[src/rtl/bert_engine.sv]
module bert_engine #(
  parameter int CNT_W    = 32,
  parameter int UPAT_W   = 32,
  parameter int ACQ_RUN  = 32,
  parameter int WIN_LEN  = 64,
  parameter int WIN_ERR  = 6,
  parameter int QZ_MAX   = 14,
  localparam int LEN_W   = $clog2(UPAT_W)
) (
  input  logic              clk,
  input  logic              rst_n,
  input  logic              bit_en,
  input  logic [1:0]        mode,
  input  logic [UPAT_W-1:0] user_pat,
  input  logic [LEN_W-1:0]  user_len,
  input  logic              inj_single,
  input  logic              inj_cont,
  output logic              tx_bit,
  input  logic              rx_bit,
  input  logic              latch,
  output logic              in_sync,
  output logic [CNT_W-1:0]  bits_held,
  output logic [CNT_W-1:0]  errs_held
);
  localparam int LFSR_W = 20;
  localparam int HIST_W = (UPAT_W > LFSR_W) ? UPAT_W : LFSR_W;
  localparam int QZ_W   = $clog2(QZ_MAX + 1);
  localparam int ACQ_W  = $clog2(ACQ_RUN + 1);
  localparam int WIN_W  = $clog2(WIN_LEN);
  localparam int WE_W   = $clog2(WIN_ERR + 1);
  localparam logic [CNT_W-1:0] CMAX = '1;

  wire is_user = mode[1];
  wire is_qrss = (mode == 2'b01);

  // generator
  logic [LFSR_W-1:0] g;
  logic [QZ_W-1:0]   gz;
  logic [LEN_W-1:0]  gp;
  logic              pend;

  wire g_raw = is_qrss ? (g[19] ^ g[16]) : (g[8] ^ g[4]);
  wire g_pat = is_user ? user_pat[gp]
             : (is_qrss && gz == QZ_W'(QZ_MAX)) ? 1'b1 : g_raw;
  wire inj   = inj_cont | pend | inj_single;
  assign tx_bit = g_pat ^ inj;

  always_ff @(posedge clk or negedge rst_n) begin
    if (!rst_n) begin
      g    <= '1;
      gz   <= '0;
      gp   <= '0;
      pend <= 1'b0;
    end else begin
      pend <= (pend | inj_single) & ~bit_en;
      if (bit_en) begin
        g  <= {g[LFSR_W-2:0], g_raw};
        gz <= g_pat ? '0 : ((gz == QZ_W'(QZ_MAX)) ? gz : gz + 1'b1);
        gp <= (gp >= user_len) ? '0 : gp + 1'b1;
      end
    end
  end

  // checker
  logic [HIST_W-1:0] h;
  logic [QZ_W-1:0]   cz;
  logic              sync_q;
  logic [ACQ_W-1:0]  run;
  logic [WIN_W-1:0]  wpos;
  logic [WE_W-1:0]   wer;
  logic [CNT_W-1:0]  bc, ec;

  wire c_raw  = is_qrss ? (h[19] ^ h[16]) : (h[8] ^ h[4]);
  wire c_frc  = is_qrss && cz == QZ_W'(QZ_MAX);
  wire c_pred = is_user ? h[user_len] : (c_frc ? 1'b1 : c_raw);
  wire mism   = rx_bit ^ c_pred;
  wire c_fill = sync_q ? (is_user ? c_pred : c_raw)
              : (c_frc ? c_raw : rx_bit);
  wire c_seen = sync_q ? c_pred : rx_bit;

  always_ff @(posedge clk or negedge rst_n) begin
    if (!rst_n) begin
      h      <= '0;
      cz     <= '0;
      sync_q <= 1'b0;
      run    <= '0;
      wpos   <= '0;
      wer    <= '0;
    end else if (bit_en) begin
      h  <= {h[HIST_W-2:0], c_fill};
      cz <= c_seen ? '0 : ((cz == QZ_W'(QZ_MAX)) ? cz : cz + 1'b1);
      if (!sync_q) begin
        if (mism) run <= '0;
        else if (run == ACQ_W'(ACQ_RUN - 1)) begin
          sync_q <= 1'b1;
          run    <= '0;
          wpos   <= '0;
          wer    <= '0;
        end else run <= run + 1'b1;
      end else if (mism && wer == WE_W'(WIN_ERR - 1)) begin
        sync_q <= 1'b0;
        run    <= '0;
        wpos   <= '0;
        wer    <= '0;
      end else if (wpos == WIN_W'(WIN_LEN - 1)) begin
        wpos <= '0;
        wer  <= '0;
      end else begin
        wpos <= wpos + 1'b1;
        wer  <= wer + WE_W'(mism);
      end
    end
  end

  assign in_sync = sync_q;

  // counters
  wire take = bit_en && sync_q;
  wire [CNT_W-1:0] bc_n = (take && bc != CMAX) ? bc + 1'b1 : bc;
  wire [CNT_W-1:0] ec_n = (take && mism && ec != CMAX) ? ec + 1'b1 : ec;

  always_ff @(posedge clk or negedge rst_n) begin
    if (!rst_n) begin
      bc        <= '0;
      ec        <= '0;
      bits_held <= '0;
      errs_held <= '0;
    end else if (latch) begin
      bits_held <= bc_n;
      errs_held <= ec_n;
      bc        <= '0;
      ec        <= '0;
    end else begin
      bc <= bc_n;
      ec <= ec_n;
    end
  end

  AST_GEN_GATED: assert property (@(posedge clk) disable iff (!rst_n)
    !bit_en |=> $stable(g) && $stable(gp));
  AST_SINGLE_ONCE: assert property (@(posedge clk) disable iff (!rst_n)
    pend && bit_en |=> !pend);
  AST_LOCK_ON_BIT: assert property (@(posedge clk) disable iff (!rst_n)
    $rose(sync_q) |-> $past(bit_en));
  AST_ERR_LE_BITS: assert property (@(posedge clk) disable iff (!rst_n)
    ec <= bc);
  AST_LOSS_ON_ERR: assert property (@(posedge clk) disable iff (!rst_n)
    $fell(sync_q) |-> $past(bit_en && mism));
  AST_LATCH_CLEARS: assert property (@(posedge clk) disable iff (!rst_n)
    latch |=> bc == '0 && ec == '0);
  AST_HOLD_STABLE: assert property (@(posedge clk) disable iff (!rst_n)
    !latch |=> $stable(bits_held) && $stable(errs_held));
  AST_NO_WRAP: assert property (@(posedge clk) disable iff (!rst_n)
    bc == CMAX && !latch |=> bc == CMAX);
endmodule

[config.mk]
export PLATFORM = sky130hd
export DESIGN_NAME = bert_engine
export DESIGN_NICKNAME = d
export VERILOG_FILES = /design/src/rtl/bert_engine.sv
export SDC_FILE = /design/constraint.sdc
export NUM_CORES = 1
export LEC_CHECK = 0
export ABC_AREA = 1
export BUFFER_PORTS_ARGS = -buffer_cell sky130_fd_sc_hd__clkbuf_2
export CAP_MARGIN = 20
export CORE_ASPECT_RATIO = 0.75
export CORE_MARGIN = 2
export CORE_UTILIZATION = 43
export DETAILED_ROUTE_END_ITERATION = 10
export PLACE_DENSITY_LB_ADDON = 0.05
export SYNTH_ARGS = -nofsm -noshare
export SYNTH_HDL_FRONTEND = slang
export SYNTH_SLANG_ARGS = --single-unit
[constraint.sdc]
create_clock -name clk -period 2.6 [get_ports clk]
set_clock_uncertainty 0.2 [all_clocks]
set_input_delay 0.65 -clock clk [delete_from_list [all_inputs] [get_ports clk]]
set_output_delay 0.65 -clock clk [all_outputs]
set_load 0.03 [all_outputs]
# Yosys cells after proc, flatten, opt, wreduce, memory -nomap -nowiden
# Cells that the tools add are included.
[classes]
add_sub_neg = 8
n_mul = 0
n_div = 0
n_lt_le_gt_ge = 3
n_eq_ne = 12
shifts = 0
n_mux = 41
bitwise_logic = 11
reduce_logical = 12
[op_table]
columns = ["operator", "count"]
rows = [
  ["2-to-1 mux 32 bit", 4],
  ["adder 32 x 1 -> 32 bit, second input constant", 2],
  ["inequality test 32 bit, second input constant", 2],
  ["2-to-1 mux 6 bit", 9],
  ["2-to-1 mux 1 bit", 16],
  ["2-to-1 mux 4 bit", 4],
  ["2-to-1 mux 3 bit", 5],
  ["adder 6 x 1 -> 6 bit, second input constant", 2],
  ["< comparator 5 x 6 -> 1 bit, second input constant", 2],
  ["binary-select mux 1 bit (select 5 bit)", 2],
  ["adder 4 x 1 -> 4 bit, second input constant", 2],
  ["== test 4 bit, second input constant", 2],
  ["logical AND 1 bit", 7],
  ["== test 6 x 5 -> 1 bit, second input constant", 1],
  ["== test 6 bit, second input constant", 1],
  ["inequality test 2 bit, second input constant", 3],
  ["AND reduction 2 bit", 3],
  ["bitwise XOR 1 bit", 6],
  ["adder 5 x 1 -> 5 bit, second input constant", 1],
  [">= comparator 5 bit", 1],
  ["2-to-1 mux 5 bit", 1],
  ["adder 3 x 1 -> 3 bit", 1],
  ["== test 3 bit, second input constant", 1],
  ["OR 1 bit", 3],
  ["6 further kinds", 6],
]
[word_totals]
regBits = 210
latchBits = 0
mem_bits_rw = 0
romBits = 0
input_bits = 46
output_inout_bits = 66
wordCells = 101
n_memories = 0

# Logic depth before layout (Yosys ltp)
[logic_depth]
depth_word = 9
ltp_mapped = 20
ltp_nobuf = 17

# Least setup slack after synthesis
# OpenSTA, ideal clock, no wires.
[synth_path]
kind = "input -> register"
startpoint = "input user_len[0]"
endpoint = "register wer[1]"
setup_ps = 76
arrival_ps = 2500
required_ps = 2324
path_slack_ps = -177
stages = 19
n_path_buf = 3
path_cell_list = "buf_6 -> inv_4 -> buf_6 -> nand2_1 -> nand3_1 -> nand2_1 -> nand2_1 -> nand3_1 -> nand3_1 -> nand3_2 -> nand3_1 -> nand2_4 -> buf_4 -> ha_1 -> ha_1 -> inv_1 -> nor2_1 -> nand3_1 -> o21ai_1"
[synth_between]
elab_chain_len = 8
elab_cells_between_ends = 11
classes_between = "1 x add/sub; 1 x eq/ne; 6 x mux; 1 x bitwise; 2 x reduce/logical"
[synth_lines]
columns = ["item", "line", "source"]
rows = [
  ["start: declaration", "15", "input logic [LEN_W-1:0] user_len,"],
  ["binary-select mux 1 bit (select 5 bit) *", "75", "wire c_pred = is_user ? h[user_len] : (c_frc ? 1'b1 : c_raw);"],
  ["2-to-1 mux 1 bit (implied by the code) *", "75", ""],
  ["2-to-1 mux 1 bit *", "75", ""],
  ["bitwise XOR 1 bit *", "76", "wire mism = rx_bit ^ c_pred;"],
  ["adder 3 x 1 -> 3 bit", "110", "wer <= wer + WE_W'(mism);"],
  ["2-to-1 mux 3 bit", "105", "end else if (wpos == WIN_W'(WIN_LEN - 1)) begin"],
  ["2-to-1 mux 3 bit", "100", "end else if (mism && wer == WE_W'(WIN_ERR - 1)) begin"],
  ["2-to-1 mux 3 bit", "92", "if (!sync_q) begin"],
  ["end signal: assignment", "110", ""],
  ["end: declaration", "70", "logic [WE_W-1:0] wer;"],
]
# Every way passes the cells marked *; elsewhere a longest branch is shown, timed or not. The select of a mux whose other input is x is not followed.
# A chain may end at the register's enable or synchronous reset.

# Worst setup path in the final report
[layout_path]
startpoint = "register gp[0]"
endpoint = "output tx_bit"
[layout_between]
elab_chain_len = 4
[layout_lines]
columns = ["item", "line", "source"]
rows = [
  ["start: declaration", "39", "logic [LEN_W-1:0] gp;"],
  ["start signal: assignment", "59", "gp <= (gp >= user_len) ? '0 : gp + 1'b1;"],
  ["binary-select mux 1 bit (select 5 bit)", "43", "wire g_pat = is_user ? user_pat[gp]"],
  ["2-to-1 mux 1 bit (implied by the code)", "43", ""],
  ["2-to-1 mux 1 bit", "43", ""],
  ["bitwise XOR 1 bit", "46", "assign tx_bit = g_pat ^ inj;"],
  ["end: declaration", "18", "output logic tx_bit,"],
]
# Every way passes these cells. The select of a mux whose other input is x is not followed.

==> summary.txt <==
Floorplan
  • Die ar.: 27,000 um^2
  • I/O Pins: 112
  • DIE HEIGHT: 143 um
  • Row count: 50
  • Initial core utilization: 44.0%
  • Die W: 189 um
  • Core Area: 25,100 um^2

Outcome
  • Status: finished with violations
  • Failing checks: negative setup slack

Cells and area
  • Multi-input logic area: 5100 um^2
  • NumNets Final: 1,618
  • Storage cell area: 5280 um^2
  • Fillers: 2,416
  • Finished Core Util: 52.5%
  • Most common cell after layout, fill and taps aside: nand2_1
  • Commonest non-fill, non-tap cells in the layout: nand2_1 (417), dfrtp_1 (190), nor2_1 (132)
  • Layout cell share with drive strength beyond 1: 17.3%
  • N_diodes: 0
  • Layout area overhead: 19.5%

Worst setup path
  • Arr. time, crit path: 2.22 ns
  • Reg2reg setup slack: 0.20 ns
  • Startpoint types: flip-flop
  • RR Endpoint: errs_held[5]
  • Worst path cell trace: buf_6, buf_6, nor2_2, o22ai_1, o211ai_1, nand4_1, nand3_1, nand2_2, xnor2_2, clkbuf_8
  • Critical path's slowest cell: dfrtp_1
  • WP data required: 1.75 ns
  • CP Depth: 10
  • Crit path largest cell delay: 0.40 ns
  • CP Capture Type: primary output
  • CP Class: flip-flop to primary output
  • Largest delay share family, worst path: buffers and inverters
  • Worst reg2reg startpoint: ec[1]
  • Crit Path Max Fanout: 8
  • Termination of the worst setup path: tx_bit
  • Worst path buffer plus inverter count: 3
  • Worst setup path start: gp[0]
  • Cells on worst reg2reg path: 13
  • Most numerous cell on the critical path: buf_6

STA
  • Final Hold Viols: 0
  • Max Fclk: 325 MHz
  • Hold_ws: 0.180 ns
  • Worst slew pin tran: 0.578 ns
  • Setup WS post-layout: -0.473 ns
  • Final setup violation count: 1
  • Final Max Tran Viols: 0
  • RSZ-0062 raised after global routing: true
  • Worst slew margin: 61.5%
  • Minimum clock period: 3.07 ns
  • Period utilization: 118%

CTS
  • CTS Buf Count: 22
  • CTS tree: done
  • CTS root buf: clkbuf_16
  • Clk Latency, worst-skew pair: 0.51 ns
  • CTS clk-pin slew, worst paths: 0.06 ns
  • # H-tree levels: 1
  • Clock Path Buffers: 3
  • Total clock sinks: 210

Route
  • Drt initial violations: 532
  • Via Count: 9,432
  • Total wire length: 26,900 um
  • DRC violations left: 0
  • Post-DR wirelength/cell: 14.1 um
  • Vias per cell: 4.94
  • DRT Pass-1 Iters: 5
  • Antenna Violating Nets Remaining: 0

Synth
  • Flops & latches, synth: 210
  • EDFF count, synth: 0
  • Cell variety after synth: 41
  • Synth Flop Type: dfrtp_1
  • Sequential area share after synthesis: 47.9%
  • Syn_nets: 1,485
  • Avg Cell Area, Syn: 7.75 um^2
  • Yosys warning count: 0
  • Post-Synthesis Cells: 1,423
  • Ys async rst share: 100%
  • Synthesized cell area: 11,000 um^2

Placement
  • Routability-driven placement congestion ratio: 0.903
  • Dpl hpwl: 18,900 um
  • IO Port Bufs: 111

GRT
  • Vias in the first global route: 8,932
  • Largest net degree at the start of global routing: 89
  • Total grt overflow: 0
  • GRT Overall Usage: 20.5%
  • Initial antenna violation count: 0
  • First-pass GRT wire length: 45,700 um

Job
  • Max-Cap Viols: 0

Worst hold path
  • Worst min path class: input port to flip-flop

Power and ir drop
  • Cell Pwr Density: 630 nW/um^2
  • Lkg Pwr: 6.42 nW
  • Worst IR Drop VDD: 445 uV
==> final cells by class <==
| type | instances | area share, % |
|---|---|---|
| Sequential cell | 210 | 40.1 |
| Multi-Input combinational cell | 1019 | 38.7 |
| Timing Repair Buffer | 169 | 8.63 |
| Clock buffer | 30 | 4.71 |
| Inverter | 133 | 3.86 |
| Tap cell | 338 | 3.21 |
| Clock inverter | 8 | 0.788 |
| Timing Repair inverter | 1 | 0.0570 |
==> repair_timing <==
action                                 in CTS  in global routing
gates cloned                                0                  1
gates resized for setup                     8                 36
setup buffers                               3                  2
hold buffers                                1                  0
endpoints found under the hold margin      38                  0
setup endpoints to repair                   1                 33
pin swaps                                   2                  8
==> how the worst min path moves through the flow <==
stage                           from  endpoint  slack, ns  depth (start not counted)
after CTS                 inj_single      pend       0.16                          3
after global placement          g[1]      g[1]       0.25                          2
final                     inj_single      pend       0.18                          3
after detailed placement       h[31]     h[31]       0.26                          2
after global routing      inj_single      pend       0.19                          3
after floorplan                rst_n     bc[0]       0.15                          0
==> registers in the layout, indices dropped and copies added, names as in the netlist <==
register,flops
bc,32
bits_held,32
cz,4
ec,32
errs_held,32
g,20
gp,5
gz,4
h,32
in_sync,1
pend,1
run,6
wer,3
wpos,6
==> where the power goes <==
part	leakage (nW)	switching [mW]	internal, mW	total, mW
sequential	2.82	0.194	3.53	3.72
clock	0.356	1.31	1.87	3.18
combinational	3.24	0.817	0.578	1.39
==> per-stage QoR <==
step	area [um^2]	power (mW)	setup TNS [ns]	cells	worst slack, ns
detailed placement	12300	5.04	-8.47	1863	-0.189
global route	13200	8.77	-0.559	1908	-0.559
CTS	13000	8.34	-0.411	1905	-0.411
global placement	12300	5.02	-7.19	1863	-0.179
finish	13200	8.30	-0.473	1908	-0.473
floorplan	11100	4.59	-0.197	1423	-0.111
==> logic make-up (layout without fill, tap and decap cells) <==
kind of cell               Yosys count  in the layout  share of synthesized area, %
adders and majority gates           16             16                          1.81
AOI/OAI and AO/OA                  155            155                          7.32
muxes                                1              1                        0.0907
buffers and inverters              194            341                          7.17
xor gates and xnor gates            64             64                          5.08
DFF                                210            210                          47.9
and+or+nand+nor                    783            783                          30.7
==> cells in the mapped netlist, types with 2 or more instances <==
library cell | number | area share [%]
nand3b_1 | 2 | 0.14
inv_1 | 129 | 4.4
nand4_1 | 59 | 3.3
xnor2_1 | 17 | 1.3
buf_2 | 6 | 0.27
o21a_1 | 2 | 0.14
nand2_2 | 7 | 0.40
or2_2 | 2 | 0.11
xor2_1 | 47 | 3.7
o221ai_1 | 2 | 0.16
nand3_2 | 2 | 0.18
buf_1 | 7 | 0.24
clkbuf_1 | 37 | 1.3
inv_2 | 2 | 0.068
nor4_1 | 11 | 0.62
nor3b_1 | 2 | 0.14
nor2_1 | 141 | 4.8
ha_1 | 16 | 1.8
dfstp_2 | 20 | 4.8
o21ai_1 | 12 | 0.54
o21ai_0 | 110 | 5.0
nand2_1 | 419 | 14
nand3_1 | 103 | 4.7
dfrtp_1 | 190 | 43
buf_6 | 3 | 0.31
o22ai_1 | 6 | 0.34
nor3_1 | 28 | 1.3
buf_4 | 8 | 0.54
o211ai_1 | 4 | 0.27
a21oi_1 | 18 | 0.82
==> worst reg2reg max path, cell delays in order (launching register included) <==
cell,delay (ns)
dfrtp_1,0.38
ha_1,0.20
nand2_1,0.11
inv_1,0.12
nand3_2,0.15
nor4_2,0.23
nand4_2,0.18
buf_4,0.21
inv_1,0.12
nor3_1,0.08
nand3_1,0.09
nand2_1,0.07
nand3_1,0.09
nand2_1,0.06
==> per-layer routing <==
layer / global-route usage [%] / vias to the layer above / routed length, um
met5: 0 / - / 0
met4: 3.87 / 0 / 439
met3: 2.63 / 24 / 935
met2: 29.7 / 145 / 11000
met1: 32.5 / 4398 / 14500
li1: - / 4865 / -
(Power assumes the default switching activity.)
